**src/rtl/evt_timer16_pkg.sv**
```systemverilog
package evt_timer16_pkg;

  typedef enum logic [1:0] {
    CS_SYS   = 2'b00,
    CS_DIV_A = 2'b01,
    CS_DIV_B = 2'b10,
    CS_EVENT = 2'b11
  } clk_sel_e;

  typedef struct packed {
    logic     run;
    logic     freerun;
    logic     out_en;
    logic     out_lvl;
    clk_sel_e clk_sel;
  } tmr_ctrl_t;

  localparam int CTRL_ADDR = 0;

endpackage

```
**src/rtl/evt_tick_gen.sv**
```systemverilog
module evt_tick_gen
  import evt_timer16_pkg::*;
#(
  parameter int DIV_W  = 7,
  parameter int TAP_A  = 5,
  parameter int TAP_B  = 7,
  parameter int SYNC_N = 2
) (
  input  logic     clk,
  input  logic     rst,
  input  logic     ev_in,
  input  clk_sel_e sel,
  output logic     tick
);

  localparam logic [DIV_W-1:0] DIV_ONE = {{(DIV_W-1){1'b0}}, 1'b1};

  logic [DIV_W-1:0]  div_q;
  logic [SYNC_N-1:0] sync_q;
  logic              ev_prev_q;
  logic              ev_rise;
  logic              tap_a;
  logic              tap_b;

  always_ff @(posedge clk) begin
    if (rst) div_q <= '0;
    else     div_q <= div_q + DIV_ONE;
  end

  assign tap_a = &div_q[TAP_A-1:0];
  assign tap_b = &div_q[TAP_B-1:0];

  for (genvar g = 0; g < SYNC_N; g++) begin : g_sync
    if (g == 0) begin : g_first
      always_ff @(posedge clk) begin
        if (rst) sync_q[0] <= 1'b0;
        else     sync_q[0] <= ev_in;
      end
    end else begin : g_next
      always_ff @(posedge clk) begin
        if (rst) sync_q[g] <= 1'b0;
        else     sync_q[g] <= sync_q[g-1];
      end
    end
  end

  always_ff @(posedge clk) begin
    if (rst) ev_prev_q <= 1'b0;
    else     ev_prev_q <= sync_q[SYNC_N-1];
  end

  assign ev_rise = sync_q[SYNC_N-1] & ~ev_prev_q;

  always_comb begin
    unique case (sel)
      CS_SYS:   tick = 1'b1;
      CS_DIV_A: tick = tap_a;
      CS_DIV_B: tick = tap_b;
      default:  tick = ev_rise;
    endcase
  end

endmodule

```
**src/rtl/evt_ctrl_regs.sv**
```systemverilog
module evt_ctrl_regs
  import evt_timer16_pkg::*;
#(
  parameter int CNT_W  = 16,
  parameter int ADDR_W = 2
) (
  input  logic              clk,
  input  logic              rst,
  input  logic              we,
  input  logic [ADDR_W-1:0] addr,
  input  logic [7:0]        wdata,
  input  logic              ovf,
  output tmr_ctrl_t         ctrl,
  output logic [CNT_W-1:0]  cmp,
  output logic [7:0]        rdata
);

  localparam int CMP_BYTES = CNT_W / 8;

  tmr_ctrl_t        ctrl_q;
  logic [CNT_W-1:0] cmp_q;
  logic             ctrl_sel;

  assign ctrl_sel = we && (addr == ADDR_W'(CTRL_ADDR));

  always_ff @(posedge clk) begin
    if (rst) begin
      ctrl_q <= '0;
    end else if (ctrl_sel) begin
      if (!ctrl_q.run) begin
        ctrl_q.run     <= wdata[7];
        ctrl_q.freerun <= wdata[6];
        ctrl_q.out_en  <= wdata[5];
        ctrl_q.out_lvl <= wdata[4];
        ctrl_q.clk_sel <= clk_sel_e'(wdata[1:0]);
      end else begin
        ctrl_q.run <= wdata[7];
      end
    end
  end

  for (genvar b = 0; b < CMP_BYTES; b++) begin : g_cmp
    always_ff @(posedge clk) begin
      if (rst)
        cmp_q[8*b +: 8] <= 8'hFF;
      else if (we && (addr == ADDR_W'(b + 1)))
        cmp_q[8*b +: 8] <= wdata;
    end
  end

  always_ff @(posedge clk) begin
    if (rst) begin
      rdata <= '0;
    end else begin
      rdata <= '0;
      if (addr == ADDR_W'(CTRL_ADDR))
        rdata <= {ctrl_q.run, ctrl_q.freerun, ctrl_q.out_en, ctrl_q.out_lvl,
                  ovf, 1'b0, ctrl_q.clk_sel};
      for (int b = 0; b < CMP_BYTES; b++) begin
        if (addr == ADDR_W'(b + 1)) rdata <= cmp_q[8*b +: 8];
      end
    end
  end

  assign ctrl = ctrl_q;
  assign cmp  = cmp_q;

endmodule

```
**src/rtl/evt_count_core.sv**
```systemverilog
module evt_count_core
  import evt_timer16_pkg::*;
#(
  parameter int CNT_W = 16
) (
  input  logic             clk,
  input  logic             rst,
  input  tmr_ctrl_t        ctrl,
  input  logic [CNT_W-1:0] cmp,
  input  logic             tick,
  output logic [CNT_W-1:0] cnt,
  output logic             irq,
  output logic             ovf,
  output logic             tout
);

  localparam logic [CNT_W-1:0] CNT_ONE = {{(CNT_W-1){1'b0}}, 1'b1};

  logic [CNT_W-1:0] cnt_q;
  logic             irq_q;
  logic             ovf_q;
  logic             tout_q;
  logic             hit;
  logic             wrap;
  logic             clr;

  assign hit  = (cnt_q == cmp);
  assign wrap = &cnt_q;
  assign clr  = hit && !ctrl.freerun;

  always_ff @(posedge clk) begin
    if (rst) begin
      cnt_q  <= '0;
      irq_q  <= 1'b0;
      ovf_q  <= 1'b0;
      tout_q <= 1'b0;
    end else begin
      irq_q <= 1'b0;
      if (!ctrl.run) begin
        cnt_q  <= '0;
        tout_q <= ctrl.out_en & ctrl.out_lvl;
      end else begin
        if (tick) begin
          if (clr) begin
            cnt_q <= '0;
            irq_q <= 1'b1;
          end else begin
            cnt_q <= cnt_q + CNT_ONE;
          end
          if (ctrl.freerun && wrap) ovf_q <= ~ovf_q;
        end
        tout_q <= ctrl.out_en ? (tout_q ^ (tick & hit)) : 1'b0;
      end
    end
  end

  assign cnt  = cnt_q;
  assign irq  = irq_q;
  assign ovf  = ovf_q;
  assign tout = tout_q;

endmodule

```
**src/rtl/evt_timer16.sv**
```systemverilog
module evt_timer16
  import evt_timer16_pkg::*;
#(
  parameter int CNT_W  = 16,
  parameter int ADDR_W = 2,
  parameter int DIV_W  = 7,
  parameter int TAP_A  = 5,
  parameter int TAP_B  = 7,
  parameter int SYNC_N = 2
) (
  input  logic              clk,
  input  logic              rst,
  input  logic              ev_in,
  input  logic              reg_we,
  input  logic [ADDR_W-1:0] reg_addr,
  input  logic [7:0]        reg_wdata,
  output logic [7:0]        reg_rdata,
  output logic [CNT_W-1:0]  cnt_o,
  output logic              match_irq,
  output logic              ovf_flag,
  output logic              tmr_out
);

  tmr_ctrl_t        ctrl_q;
  logic [CNT_W-1:0] cmp_q;
  logic             tick;

  evt_ctrl_regs #(.CNT_W(CNT_W), .ADDR_W(ADDR_W)) u_regs (
    .clk   (clk),
    .rst   (rst),
    .we    (reg_we),
    .addr  (reg_addr),
    .wdata (reg_wdata),
    .ovf   (ovf_flag),
    .ctrl  (ctrl_q),
    .cmp   (cmp_q),
    .rdata (reg_rdata)
  );

  evt_tick_gen #(.DIV_W(DIV_W), .TAP_A(TAP_A), .TAP_B(TAP_B), .SYNC_N(SYNC_N)) u_tick (
    .clk   (clk),
    .rst   (rst),
    .ev_in (ev_in),
    .sel   (ctrl_q.clk_sel),
    .tick  (tick)
  );

  evt_count_core #(.CNT_W(CNT_W)) u_core (
    .clk  (clk),
    .rst  (rst),
    .ctrl (ctrl_q),
    .cmp  (cmp_q),
    .tick (tick),
    .cnt  (cnt_o),
    .irq  (match_irq),
    .ovf  (ovf_flag),
    .tout (tmr_out)
  );

endmodule

```
**config.mk**
```make
export PLATFORM = sky130hd
export DESIGN_NAME = evt_timer16
export DESIGN_NICKNAME = d
export VERILOG_FILES = /design/src/rtl/evt_timer16_pkg.sv /design/src/rtl/evt_tick_gen.sv /design/src/rtl/evt_ctrl_regs.sv /design/src/rtl/evt_count_core.sv /design/src/rtl/evt_timer16.sv
export SDC_FILE = /design/constraint.sdc
export NUM_CORES = 1
export LEC_CHECK = 0
export CELL_PAD_IN_SITES_DETAIL_PLACEMENT = 0
export CELL_PAD_IN_SITES_GLOBAL_PLACEMENT = 1
export CORE_AREA = 2 2 90 92
export DETAILED_ROUTE_END_ITERATION = 10
export DIE_AREA = 0 0 92 94
export PLACE_DENSITY = 0.73
export SYNTH_ARGS = -nofsm -noshare
export SYNTH_HDL_FRONTEND = slang
export SYNTH_HIERARCHICAL = 1
export SYNTH_SLANG_ARGS = --single-unit
export TNS_END_PERCENT = 20
```
**constraint.sdc**
```tcl
create_clock -name clk -period 2.4 [get_ports clk]
set_input_delay 0.48 -clock clk [delete_from_list [all_inputs] [get_ports clk]]
set_output_delay 0.48 -clock clk [all_outputs]
set_load 0.02 [all_outputs]
```
After elaboration in Yosys (flattened, before gate mapping)
Cells that the tools add are included.
{ "totals": {"register_bits": 59, "inputBits": 14, "output_inout_bits": 27} }
{ "op_classes": {"reduce_logical": 15, "add_sub_neg": 2, "n_eq_ne": 5, "mux": 8, "bitwise": 8} }
{ "op_table": {"columns": ["cell", "n"], "rows": [
  ["$mux W8", 3],
  ["$add A16 B1 Y16 const B", 1],
  ["$eq A16 B16 Y1", 1],
  ["$mux W16", 1],
  ["$reduce_and A16 Y1", 1],
  ["$add A7 B1 Y7 const B", 1],
  ["$reduce_and A7 Y1", 1],
  ["$logic_and A1 B1 Y1", 5],
  ["$reduce_and A5 Y1", 1],
  ["$eq A2 B1 Y1 const B", 2],
  ["$eq A2 B2 Y1 const B", 2],
  ["$logic_not A2 Y1", 2],
  ["$not A1 Y1", 4],
  ["$and A1 B1 Y1", 3],
  ["$mux W1", 3],
  ["$pmux W1 S3", 1],
  ["$reduce_and A3 Y1", 1],
  ["$reduce_or A3 Y1", 1],
  ["$reduce_and A2 Y1", 1],
  ["$reduce_or A2 Y1", 1],
  ["$logic_not A1 Y1", 1],
  ["$xor A1 B1 Y1", 1]
]} }

Longest topological paths before layout
Gate-level depths: netlist (run 1).
{ "depth": {"ltp_word": 7, "ltp_mapped": 13} }

Cells and area by module
The synthesis (run 1) kept the hierarchy.
{ "modules_own_cells": {"columns": ["mod", "instances", "seq_area_each_um2", "cells_each", "area_per_inst_um2"], "rows": [
  ["evt_ctrl_regs", 1, 600.6, 127, 1268.7],
  ["evt_count_core", 1, 380.4, 115, 1072.3],
  ["evt_tick_gen", 1, 200.2, 39, 397.9]
]} }

Least setup slack after synthesis (run 1)
Ideal clock, no wire load.
{ "synth_path": {"path_type": "reg2reg", "from": "register u_tick.div_q[0]", "to": "register u_core.cnt_q[15] (netlist: u_core/cnt[15])", "path_buffers": 1, "path_stages_with_launch": 12, "slack_ns": 0.118, "period_less_slack_ns": 2.282, "t_required_ns": 2.285, "arrival_time_ns": 2.168, "path_cell_list": "dfxtp_1 > ha_1 > and3_4 > ha_1 > inv_1 > a21oi_1 > a311o_1 > buf_2 > nand4_1 > or4_1 > xor2_1 > nor2_2"} }
{ "synth_via": {"elab_chain_len": 2, "elab_cells_between_ends": 3} }
{ "synth_rtl": {"columns": ["element", "line_no", "text"], "rows": [
  ["start, declared", "evt_tick_gen.sv:18", "logic [DIV_W-1:0] div_q;"],
  ["start signal, assigned", "evt_tick_gen.sv:27", "else div_q <= div_q + DIV_ONE;"],
  ["$reduce_and A7 Y1 / $reduce_and A5 Y1 (equally long branches)", "evt_tick_gen.sv:31, evt_tick_gen.sv:30", null],
  ["$pmux W1 S3 *", "evt_tick_gen.sv:55", "unique case (sel)"],
  ["via tick", "evt_timer16.sv:26", "logic tick;"],
  ["end signal, assigned", "evt_count_core.sv:48", "cnt_q <= cnt_q + CNT_ONE;"],
  ["end, declared", "evt_count_core.sv:19", "logic [CNT_W-1:0] cnt_q;"]
]} }
Mark *: on every way through the listed nets, which the timed path passes. The rest lies on a longest branch.
A chain may end at the register's enable or synchronous reset.

Worst setup path in the final report (run 1)
Ends and elaborated chain as after synthesis.

==> impl_summary.txt, run 1 <==
----------------------------------------------------
[Outcome]
  Run status ... finished, final reports clean

[Critical path]
  Required time of the worst setup path ... 2.63 ns
  Max Fanout on Critical Path ... 4
  Critical path capture point type ... flop
  Critical path startpoint category ... flop
  Ordered cell list for the critical path ... ha_1, and3_4, ha_1, inv_1, a21oi_1, a311o_1, nand4_1, or4_1, xor2_1, nor2_2
  R2R cell count ... 10
  Delay contributed by the slowest stage of the critical path ... 0.56 ns
  Critical path's most frequent cell ... sky130_fd_sc_hd__ha_1
  Startpoint of the worst register-to-register path ... u_tick/div_q[0]
  Beginning of the critical path ... u_tick/div_q[0]
  Crit path DAT ... 2.52 ns
  Standard cell with the maximum stage delay on the critical path ... sky130_fd_sc_hd__or4_1
  Worst Setup EP ... u_core/cnt[15]
  Setup CP Type ... reg2reg
  Capturing point of the worst reg2reg path ... u_core/cnt[15]
  R2R Setup Slk ... 0.12 ns

[Clocking]
  TritonCTS buffer count ... 9
  Number of instances resized during post-cts repair ... 0
  Clock net sink count ... 59
  CTS Hold Buffers Added ... 0
  Largest buffer count on any clock path ... 2
  CTS HTree Levels ... 3
  Cell at the root of the clock tree ... sky130_fd_sc_hd__clkbuf_8
  Latest clock arrival within the worst-skew pair ... 0.34 ns
  Clock tree from TritonCTS ... done
  Number of buffers added for setup after CTS ... 0
  Clock transition at the register clock pins on the worst setup and hold paths after CTS ... 0.07 ns

[Die]
  Height of the chip ... 94 µm
  Number of top-level pins ... 41
  # rows ... 32
  Initial cell density of the core ... 36.0%
  Overall die width ... 92 µm
  CORE AREA ... 7610 µm²
  Die area ... 8650 µm²

[Yosys]
  Per-instance average area after synthesis ... 9.75 µm²
  Sequential-to-total area share from yosys stat ... 43.1%
  Number of instances in the synthesized netlist ... 281
  Number of unique standard cell types used by synthesis ... 44
  Net count of the mapped netlist ... 298
  Flops & latches, synth ... 59
  Top flip-flop cell by instance count after synthesis ... sky130_fd_sc_hd__dfxtp_1
  Count of flip-flops with a built-in enable after synthesis ... 0
  Area of the mapped netlist ... 2740 µm²
  Number of warnings issued by yosys ... 6
  FFs w/ async S/R, synth ... 0%

[Layout]
  Number of nets in the final layout ... 344
  Layout-stage area growth over the synthesis result ... 27.7%
  Area taken by multi-input logic gates ... 1440 µm²
  Core Util, Final ... 46.0%
  Proportion of layout cells with a drive suffix above 1 ... 15.4%
  Layout filler cell count ... 725
  Final cell area excluding filler cells ... 3500 µm²
  Area of all sequential standard cells ... 1180 µm²
  Diode count ... 0

[STA]
  Final hold violation count ... 0
  Highest clock frequency the design can meet ... 438 MHz
  Slew headroom ... 65.7%
  Pins Over Slew Limit ... 0
  Setup-failing EPs final ... 0
  Setup repair after global routing missed its margin ... true
  Slew of the pin with the lowest slew margin ... 0.513 ns
  Post-route fraction of the period consumed by the critical path ... 95.1%
  Tmin final ... 2.28 ns
  Worst clock skew ... 0.00457 ns

[Global routing]
  Overflow after GRT ... 0
  Antenna violations before repair ... 0
  Vias in the first global route ... 2057
  Total track usage ... 15.5%
  Maximum number of pins on one net before global-route repair ... 24
  Wire length of the first global-routing pass ... 10.1 mm

[Place]
  Post-place instance area ... 3260 µm²
  RePlAce Congestion ... 0.776
  Dpl hpwl ... 4.50 mm
  Buffers added on ports ... 40

[Pwr]
  Power density over cell area ... 639 nW/µm²
  Leakage Power ... 1.38 nW
  Largest voltage drop on the vdd net ... 0.286 mV

[Detailed routing]
  Number of vias per cell ... 4.72
  Final wirelength ... 6.08 mm
  Routed length per placed instance ... 14.0 µm
  Initial DRC Count ... 73
  Remaining antenna violation count ... 0
  Vias ... 2048
  Number of remaining DRC errors ... 0
  First-pass DRT Iterations ... 4

[Run]
  Max Cap Violations ... 0

[Hold path]
  Type of the worst min-delay path ... reg2reg

----------------------------------------------------
-- worst min path at each step --
stage / cells past startpoint / slack, ns / from / end
after floorplan: 1 / 0.41 / u_tick/sync_q[0] / u_tick/sync_q[1]
after global placement: 1 / 0.43 / u_tick/div_q[0] / u_tick/div_q[0]
after detailed placement: 1 / 0.44 / u_tick/sync_q[0] / u_tick/sync_q[1]
after CTS: 1 / 0.45 / u_tick/div_q[0] / u_tick/div_q[0]
after global routing: 1 / 0.47 / u_tick/div_q[0] / u_tick/div_q[0]
final: 1 / 0.45 / u_tick/sync_q[0] / u_tick/sync_q[1]
-- routing by layer --
layer,wire [µm],GRT usage [%],vias up,part of all wire (%)
met5,0,0,-,0
li1,-,-,1049,-
met1,3010,20.2,942,49
met3,239,4.17,17,3.9
met4,206,9.58,0,3.4
met2,2630,22.9,40,43
-- kinds of logic after synthesis --
kind of cell,count (synthesis),share of synthesized area [%]
AOI/OAI and AO/OA,15,4.89
xor gates and xnor gates,34,10.9
adders and majority gates,3,1.37
buffers and inverters,25,4.57
DFF,59,43.1
muxes,31,11.4
and+or+nand+nor,114,23.8
-- flip-flops by register name (all words and copies together), names as in the netlist --
signal            cells
u_core/cnt           16
u_core/irq            1
u_core/ovf            1
u_core/tout           1
u_regs/cmp           16
u_regs/ctrl           6
u_regs/rdata          8
u_tick/div_q          7
u_tick/ev_prev_q      1
u_tick/sync_q         2
-- final cells by class --
class	instances	share of cell area (%)
timing repair buffer	50	13.8
clock buffer	11	4.33
clock inverter	5	2.15
multi-input combinational	197	41.2
sequential	59	33.8
inverter	10	1.07
tap	102	3.65
-- power by group --
| group | leakage (nW) | internal [mW] | total (mW) | switching, mW |
|---|---|---|---|---|
| sequential | 0.481 | 1.01 | 1.03 | 0.0226 |
| combinational | 0.776 | 0.0904 | 0.178 | 0.0879 |
| clock | 0.119 | 0.635 | 1.02 | 0.388 |
| total | 1.38 | 1.74 | 2.23 | 0.499 |
-- cells in the mapped netlist (all sizes together), types with 2 or more instances --
master / n / area share (%)
nor3: 3 / 0.73
buf: 8 / 2.2
xor2: 23 / 7.4
ha: 3 / 1.4
xnor2: 11 / 3.5
nor2b: 6 / 1.4
mux2i: 30 / 11
nand3b: 4 / 1.1
nand2: 9 / 1.2
and3: 4 / 1.3
a21oi: 2 / 0.37
or2: 2 / 0.46
o32ai: 7 / 2.2
nand4: 6 / 1.4
clkbuf: 7 / 0.96
nor2: 50 / 7.8
nor4: 6 / 1.8
dfxtp: 59 / 43
nand3: 4 / 0.91
inv: 10 / 1.4
nand2b: 13 / 3.0
-- stage by stage --
stage	hold slack, ns	instances	TNS [ns]	setup slack (ns)	total power [mW]
2_1_floorplan	0.414	281	0	0.118	1.16
3_3_place_gp	0.430	418	0	0.203	1.23
3_5_place_dp	0.436	418	0	0.145	1.23
4_1_cts	0.449	434	0	0.124	2.26
5_1_grt	0.468	434	-0.0355	-0.0355	2.32
6_report	0.449	434	0	0.116	2.23
-- placed cells by master, fill, tap and decap left out, types with 4 or more instances in the layout --
master,count
sky130_fd_sc_hd__nor2b_1,6
sky130_fd_sc_hd__mux2i_1,30
sky130_fd_sc_hd__nor2_1,39
sky130_fd_sc_hd__inv_1,10
sky130_fd_sc_hd__nand2b_1,13
sky130_fd_sc_hd__clkdlybuf4s50_1,39
sky130_fd_sc_hd__clkbuf_8,11
sky130_fd_sc_hd__nand3b_1,4
sky130_fd_sc_hd__nor2_2,11
sky130_fd_sc_hd__xnor2_1,11
sky130_fd_sc_hd__o32ai_1,7
sky130_fd_sc_hd__xor2_1,23
sky130_fd_sc_hd__dfxtp_1,59
sky130_fd_sc_hd__buf_4,9
sky130_fd_sc_hd__nand4_1,6
sky130_fd_sc_hd__nand2_1,9
-- worst max-delay path, delay by kind of cell, from the launching register on --
kind            cells  cell delay, ns
fa+ha+maj           2            0.32
flops               1            0.35
simple gates        4            0.93
buf+inv             1            0.03
xor+xnor            1            0.18
compound gates      2            0.35
Note: power is estimated with default switching activity, not from simulation.
==> run 2, diff against run 1 <==
--- a/config.mk
+++ b/config.mk
@@ -7,9 +7,9 @@
 export LEC_CHECK = 0
 export CELL_PAD_IN_SITES_DETAIL_PLACEMENT = 0
 export CELL_PAD_IN_SITES_GLOBAL_PLACEMENT = 1
-export CORE_AREA = 2 2 90 92
+export CORE_AREA = 10 10 88 110
 export DETAILED_ROUTE_END_ITERATION = 10
-export DIE_AREA = 0 0 92 94
+export DIE_AREA = 0 0 98 120
 export PLACE_DENSITY = 0.73
 export SYNTH_ARGS = -nofsm -noshare
 export SYNTH_HDL_FRONTEND = slang
==> impl_summary.txt, run 2 (same netlist as run 1, synthesis figures left out) <==
----------------------------------------------------
[STA]
  Post-route fraction of the period consumed by the critical path ... 91.6%
  Setup Total Neg Slack ... 0 ns
  Slew of the pin with the lowest slew margin ... 0.489 ns
  Pins Over Slew Limit ... 0
  Final hold violation count ... 0
  Slew headroom ... 67.2%
  Setup repair after global routing missed its margin ... false
  Setup ws final ... 0.202 ns
  Setup-failing EPs final ... 0
  Tmin final ... 2.20 ns
  Worst hold-check slack ... 0.420 ns
  Worst clock skew ... 0.00758 ns
  Highest clock frequency the design can meet ... 455 MHz

[Hold path]
  Type of the worst min-delay path ... reg2reg
  Worst Hold Path Cells ... 1

[Detailed routing]
  Routed length per placed instance ... 15.1 µm
  Number of vias per cell ... 4.84
  First-pass DRT Iterations ... 4
  Remaining antenna violation count ... 0
  Final wirelength ... 6.45 mm
  Initial DRC Count ... 95
  Number of remaining DRC errors ... 0
  Vias ... 2061

[Global routing]
  Vias in the first global route ... 2136
  Total track usage ... 11.3%
  Antenna violations before repair ... 0
  Maximum number of pins on one net before global-route repair ... 24
  Overflow after GRT ... 0
  Wire length of the first global-routing pass ... 10.7 mm

[Clocking]
  Cell at the root of the clock tree ... sky130_fd_sc_hd__clkbuf_8
  Largest buffer count on any clock path ... 2
  Clock tree from TritonCTS ... done
  Number of buffers added for setup after CTS ... 0
  CTS HTree Levels ... 3
  TritonCTS buffer count ... 9
  Latest clock arrival within the worst-skew pair ... 0.34 ns
  Clock transition at the register clock pins on the worst setup and hold paths after CTS ... 0.07 ns
  Clock net sink count ... 59

[Place]
  RePlAce Congestion ... 0.753
  Post-place instance area ... 3250 µm²
  Dpl hpwl ... 4.87 mm
  Post-placement cell count ... 410
  Buffers added on ports ... 40
  Minimum setup slack after placement ... 0.186 ns

[Layout]
  Layout-stage area growth over the synthesis result ... 27.0%
  Proportion of layout cells with a drive suffix above 1 ... 15.4%
  Number of nets in the final layout ... 343
  Layout Cells excl Fill ... 426
  Most used cells in the layout excluding fill and tap cells ... sky130_fd_sc_hd__dfxtp_1 (58), sky130_fd_sc_hd__clkdlybuf4s50_1 (39), sky130_fd_sc_hd__nor2_1 (39)
  Layout filler cell count ... 732
  Diode count ... 0
  Most common library cell in the layout ignoring fill and taps ... sky130_fd_sc_hd__dfxtp_1
  Final cell area excluding filler cells ... 3480 µm²
  Core Util, Final ... 45.7%

[Die]
  Number of top-level pins ... 41
  Overall die width ... 98 µm
  CORE AREA ... 7610 µm²
  Die area ... 11800 µm²
  Initial cell density of the core ... 36.0%
  Height of the chip ... 120 µm
  # rows ... 36

[Critical path]
  Required time of the worst setup path ... 2.63 ns
  Critical path capture point type ... flop
  Critical path startpoint category ... flop
  Setup CP Type ... reg2reg
  Crit path DAT ... 2.43 ns
  Max Fanout on Critical Path ... 5
  R2R cell count ... 11

[Pwr]
  Sw power ... 0.512 mW
  Clock share of power ... 45.5%
  Switching fraction of total power ... 23.0%
  Power Total ... 2.22 mW
  Power density over cell area ... 639 nW/µm²
  Gate power share ... 8.1%
  Largest voltage drop on the vdd net ... 0.309 mV
  Internal power ... 1.71 mW
  Leakage Power ... 1.36 nW
  Sequential group share of total power ... 46.4%

[Outcome]
  Run status ... finished, final reports clean

[Run]
  Max Cap Violations ... 0

----------------------------------------------------
[run 2: layout make-up]
class                      instances  area [µm²]  share of cell area (%)
clock inverter                     6        88.8                    2.55
timing repair buffer              49         475                    13.7
multi-input combinational        197        1440                    41.3
clock buffer                      10         138                    3.96
sequential                        59        1180                    34.0
inverter                          10        37.5                    1.08
tap                               95         119                    3.42
[run 2: metal layers]
metal | global-route usage [%] | part of all wire (%) | up-vias
li1 | - | - | 1043
met1 | 12.9 | 44 | 963
met2 | 18.3 | 49 | 43
met3 | 3.56 | 4.5 | 12
met4 | 6.74 | 2.7 | 0
met5 | 0 | 0 | -
[run 2: worst paths after layout]
path	from	end	slack (ns)
hold / removal	u_tick/div_q[0]	u_tick/div_q[0]	0.42
setup reg to reg	u_tick/div_q[0]	u_core/ovf	0.20
hold reg to reg	u_tick/div_q[0]	u_tick/div_q[0]	0.42
setup / recovery	u_tick/div_q[0]	u_core/ovf	0.20
[run 2: timing repair]
| item | in CTS | in global routing |
|---|---|---|
| setup endpoints to repair | 0 | 4 |
| hold buffers | 0 | 0 |
| gates resized for setup | 0 | 3 |
[run 2: power by group through the flow]
stage / Clock, mW / Sequential (mW) / Combinational [mW]
floorplan: 0 / 1.06 / 0.0944
global placement: 0 / 1.05 / 0.180
detailed placement: 0 / 1.05 / 0.180
CTS: 1.03 / 1.03 / 0.181
global route: 1.08 / 1.04 / 0.196
finish: 1.01 / 1.03 / 0.180
[run 2: critical path, cell delays in order (launching register included)]
cell and delay (ns):
sky130_fd_sc_hd__dfxtp_2 0.34, sky130_fd_sc_hd__ha_2 0.18, sky130_fd_sc_hd__and3_4 0.19, sky130_fd_sc_hd__ha_1 0.13
sky130_fd_sc_hd__inv_1 0.03, sky130_fd_sc_hd__a21oi_1 0.14, sky130_fd_sc_hd__a311o_1 0.22, sky130_fd_sc_hd__nand4_1 0.09
sky130_fd_sc_hd__or2_1 0.30, sky130_fd_sc_hd__nor3_1 0.26, sky130_fd_sc_hd__xnor2_1 0.15, sky130_fd_sc_hd__nor2_1 0.05
==> run 3, diff against run 2 <==
--- a/config.mk
+++ b/config.mk
@@ -5,11 +5,11 @@
 export SDC_FILE = /design/constraint.sdc
 export NUM_CORES = 1
 export LEC_CHECK = 0
-export CELL_PAD_IN_SITES_DETAIL_PLACEMENT = 0
-export CELL_PAD_IN_SITES_GLOBAL_PLACEMENT = 1
-export CORE_AREA = 10 10 88 110
+export CELL_PAD_IN_SITES_DETAIL_PLACEMENT = 2
+export CELL_PAD_IN_SITES_GLOBAL_PLACEMENT = 2
+export CORE_AREA = 10 10 97 120
 export DETAILED_ROUTE_END_ITERATION = 10
-export DIE_AREA = 0 0 98 120
+export DIE_AREA = 0 0 107 130
 export PLACE_DENSITY = 0.73
 export SYNTH_ARGS = -nofsm -noshare
 export SYNTH_HDL_FRONTEND = slang
==> impl_summary.txt, run 3 (same netlist as run 1, synthesis figures left out) <==
----------------------------------------------------
[Outcome]
  Run status ... finished, final reports clean

[Detailed routing]
  First-pass DRT Iterations ... 4
  Remaining antenna violation count ... 0
  Routed length per placed instance ... 17.6 µm
  Initial DRC Count ... 68
  Number of remaining DRC errors ... 0
  Number of vias per cell ... 4.75
  Final wirelength ... 8.07 mm
  Vias ... 2183

[Run]
  Max Cap Violations ... 0

[Global routing]
  Antenna violations before repair ... 0
  Overflow after GRT ... 0
  Wire length of the first global-routing pass ... 12.9 mm
  Total track usage ... 12.2%
  Vias in the first global route ... 2386
  Maximum number of pins on one net before global-route repair ... 23

[Critical path]
  Startpoint of the worst register-to-register path ... u_tick/div_q[0]
  Capturing point of the worst reg2reg path ... u_core/cnt[15]
  Setup CP Type ... reg2reg
  Beginning of the critical path ... u_tick/div_q[0]
  Critical path capture point type ... flop
  Max Fanout on Critical Path ... 4
  Required time of the worst setup path ... 2.61 ns
  R2R cell count ... 10
  Crit path DAT ... 2.47 ns
  Critical path startpoint category ... flop
  R2R Setup Slk ... 0.14 ns

[Hold path]
  Worst Hold Path Cells ... 1
  Type of the worst min-delay path ... reg2reg
  Worst Hold Launch ... u_tick/sync_q[0]
  Hold Crit Endpoint ... u_tick/sync_q[1]

[STA]
  Pins Over Slew Limit ... 0
  Worst clock skew ... 0.00525 ns
  Slew headroom ... 65.0%
  Highest clock frequency the design can meet ... 443 MHz
  Setup Total Neg Slack ... 0 ns
  Final hold violation count ... 0
  Setup-failing EPs final ... 0
  Slew of the pin with the lowest slew margin ... 0.523 ns
  Tmin final ... 2.26 ns
  Post-route fraction of the period consumed by the critical path ... 94.1%
  Setup repair after global routing missed its margin ... false

[Place]
  RePlAce Congestion ... 0.758
  Dpl hpwl ... 6.03 mm
  Buffers added on ports ... 40
  Post-place instance area ... 3310 µm²

[Layout]
  Diode count ... 0
  Most used cells in the layout excluding fill and tap cells ... sky130_fd_sc_hd__dfxtp_1 (57), sky130_fd_sc_hd__nor2_1 (40), sky130_fd_sc_hd__clkdlybuf4s50_1 (39)
  Proportion of layout cells with a drive suffix above 1 ... 15.9%
  Most common library cell in the layout ignoring fill and taps ... sky130_fd_sc_hd__dfxtp_1
  Number of nets in the final layout ... 346
  Final cell area excluding filler cells ... 3600 µm²
  Layout-stage area growth over the synthesis result ... 31.6%

[Die]
  CORE AREA ... 9410 µm²
  Height of the chip ... 130 µm
  Number of top-level pins ... 41
  Die area ... 13900 µm²
  Overall die width ... 107 µm
  Initial cell density of the core ... 29.1%
  # rows ... 40

[Clocking]
  Clock net sink count ... 59
  Clock tree from TritonCTS ... done
  CTS Hold Buffers Added ... 0
  Cell at the root of the clock tree ... sky130_fd_sc_hd__clkbuf_16
  Clock transition at the register clock pins on the worst setup and hold paths after CTS ... 0.05 ns
  Largest buffer count on any clock path ... 2
  Latest clock arrival within the worst-skew pair ... 0.33 ns
  CTS HTree Levels ... 3
  TritonCTS buffer count ... 9

[Pwr]
  Power density over cell area ... 667 nW/µm²
  Power Total ... 2.40 mW
  Leakage Power ... 1.41 nW
  Largest voltage drop on the vdd net ... 0.388 mV

----------------------------------------------------
## run 3: cell count changes in the layout (fill, tap and decap cells not counted), sizes merged
cell / change
bufinv: -2
buf: +3
clkinvlp: -2
clkbuf: +4
## run 3: layer usage
metal  vias to the layer above  wire (µm)  track usage [%]  part of all wire [%]
li1                       1047          -                -                     -
met1                      1078       3340             13.0                    41
met2                        43       4180             21.4                    52
met3                        15        287             2.57                   3.6
met4                         0        267             7.90                   3.3
met5                         -          0                0                     0
## run 3: worst max-delay path by stage
stage / endpoint / slack, ns / cells past startpoint
after global routing: u_core/cnt[15] / 0.009 / 10
after floorplan: u_core/cnt[15] / 0.12 / 11
after detailed placement: u_core/cnt[15] / 0.06 / 10
after CTS: u_core/cnt[15] / 0.03 / 10
final: u_core/cnt[15] / 0.14 / 10
after global placement: u_core/ovf / 0.18 / 12
## run 3: cell type report
class	instances	area, µm²
repair buffers	52	498
multi-input cells	197	1450
well taps	126	158
inverters	10	37.5
clock buffers	14	264
flip-flops and latches	59	1180
fillers	1061	5800
clock inverters	2	10.0
## run 3: worst max-delay path, cell delays in order (launching register included)
cell                      delay, ns
sky130_fd_sc_hd__dfxtp_2       0.36
sky130_fd_sc_hd__ha_4          0.14
sky130_fd_sc_hd__and3_4        0.18
sky130_fd_sc_hd__ha_1          0.13
sky130_fd_sc_hd__inv_1         0.05
sky130_fd_sc_hd__a21oi_2       0.13
sky130_fd_sc_hd__a311o_1       0.16
sky130_fd_sc_hd__nand4_1       0.17
sky130_fd_sc_hd__or4_1         0.57
sky130_fd_sc_hd__xor2_1        0.21
sky130_fd_sc_hd__nor2_2        0.05
## run 3: per-stage QoR
stage	instances	util, %	setup slack [ns]	hold slack [ns]
6_report	460	38.3	0.142	0.449
5_1_grt	460	38.3	0.00942	0.474
4_1_cts	460	38.1	0.0263	0.454
3_5_place_dp	444	35.1	0.0597	0.443
3_3_place_gp	444	35.1	0.185	0.416
2_1_floorplan	281	-	0.118	0.414
## run 3: timing repair
| action | 4_1_cts | 5_1_grt |
|---|---|---|
| setup buffers | 0 | 0 |
| resized for setup | 1 | 5 |
| setup endpoints to repair | 1 | 6 |
## run 3: where the power goes
part / total, mW / switching, mW / internal (mW)
Combinational: 0.188 / 0.0952 / 0.0923
Clock: 1.18 / 0.425 / 0.751
Sequential: 1.04 / 0.0264 / 1.01
Total: 2.40 / 0.547 / 1.86
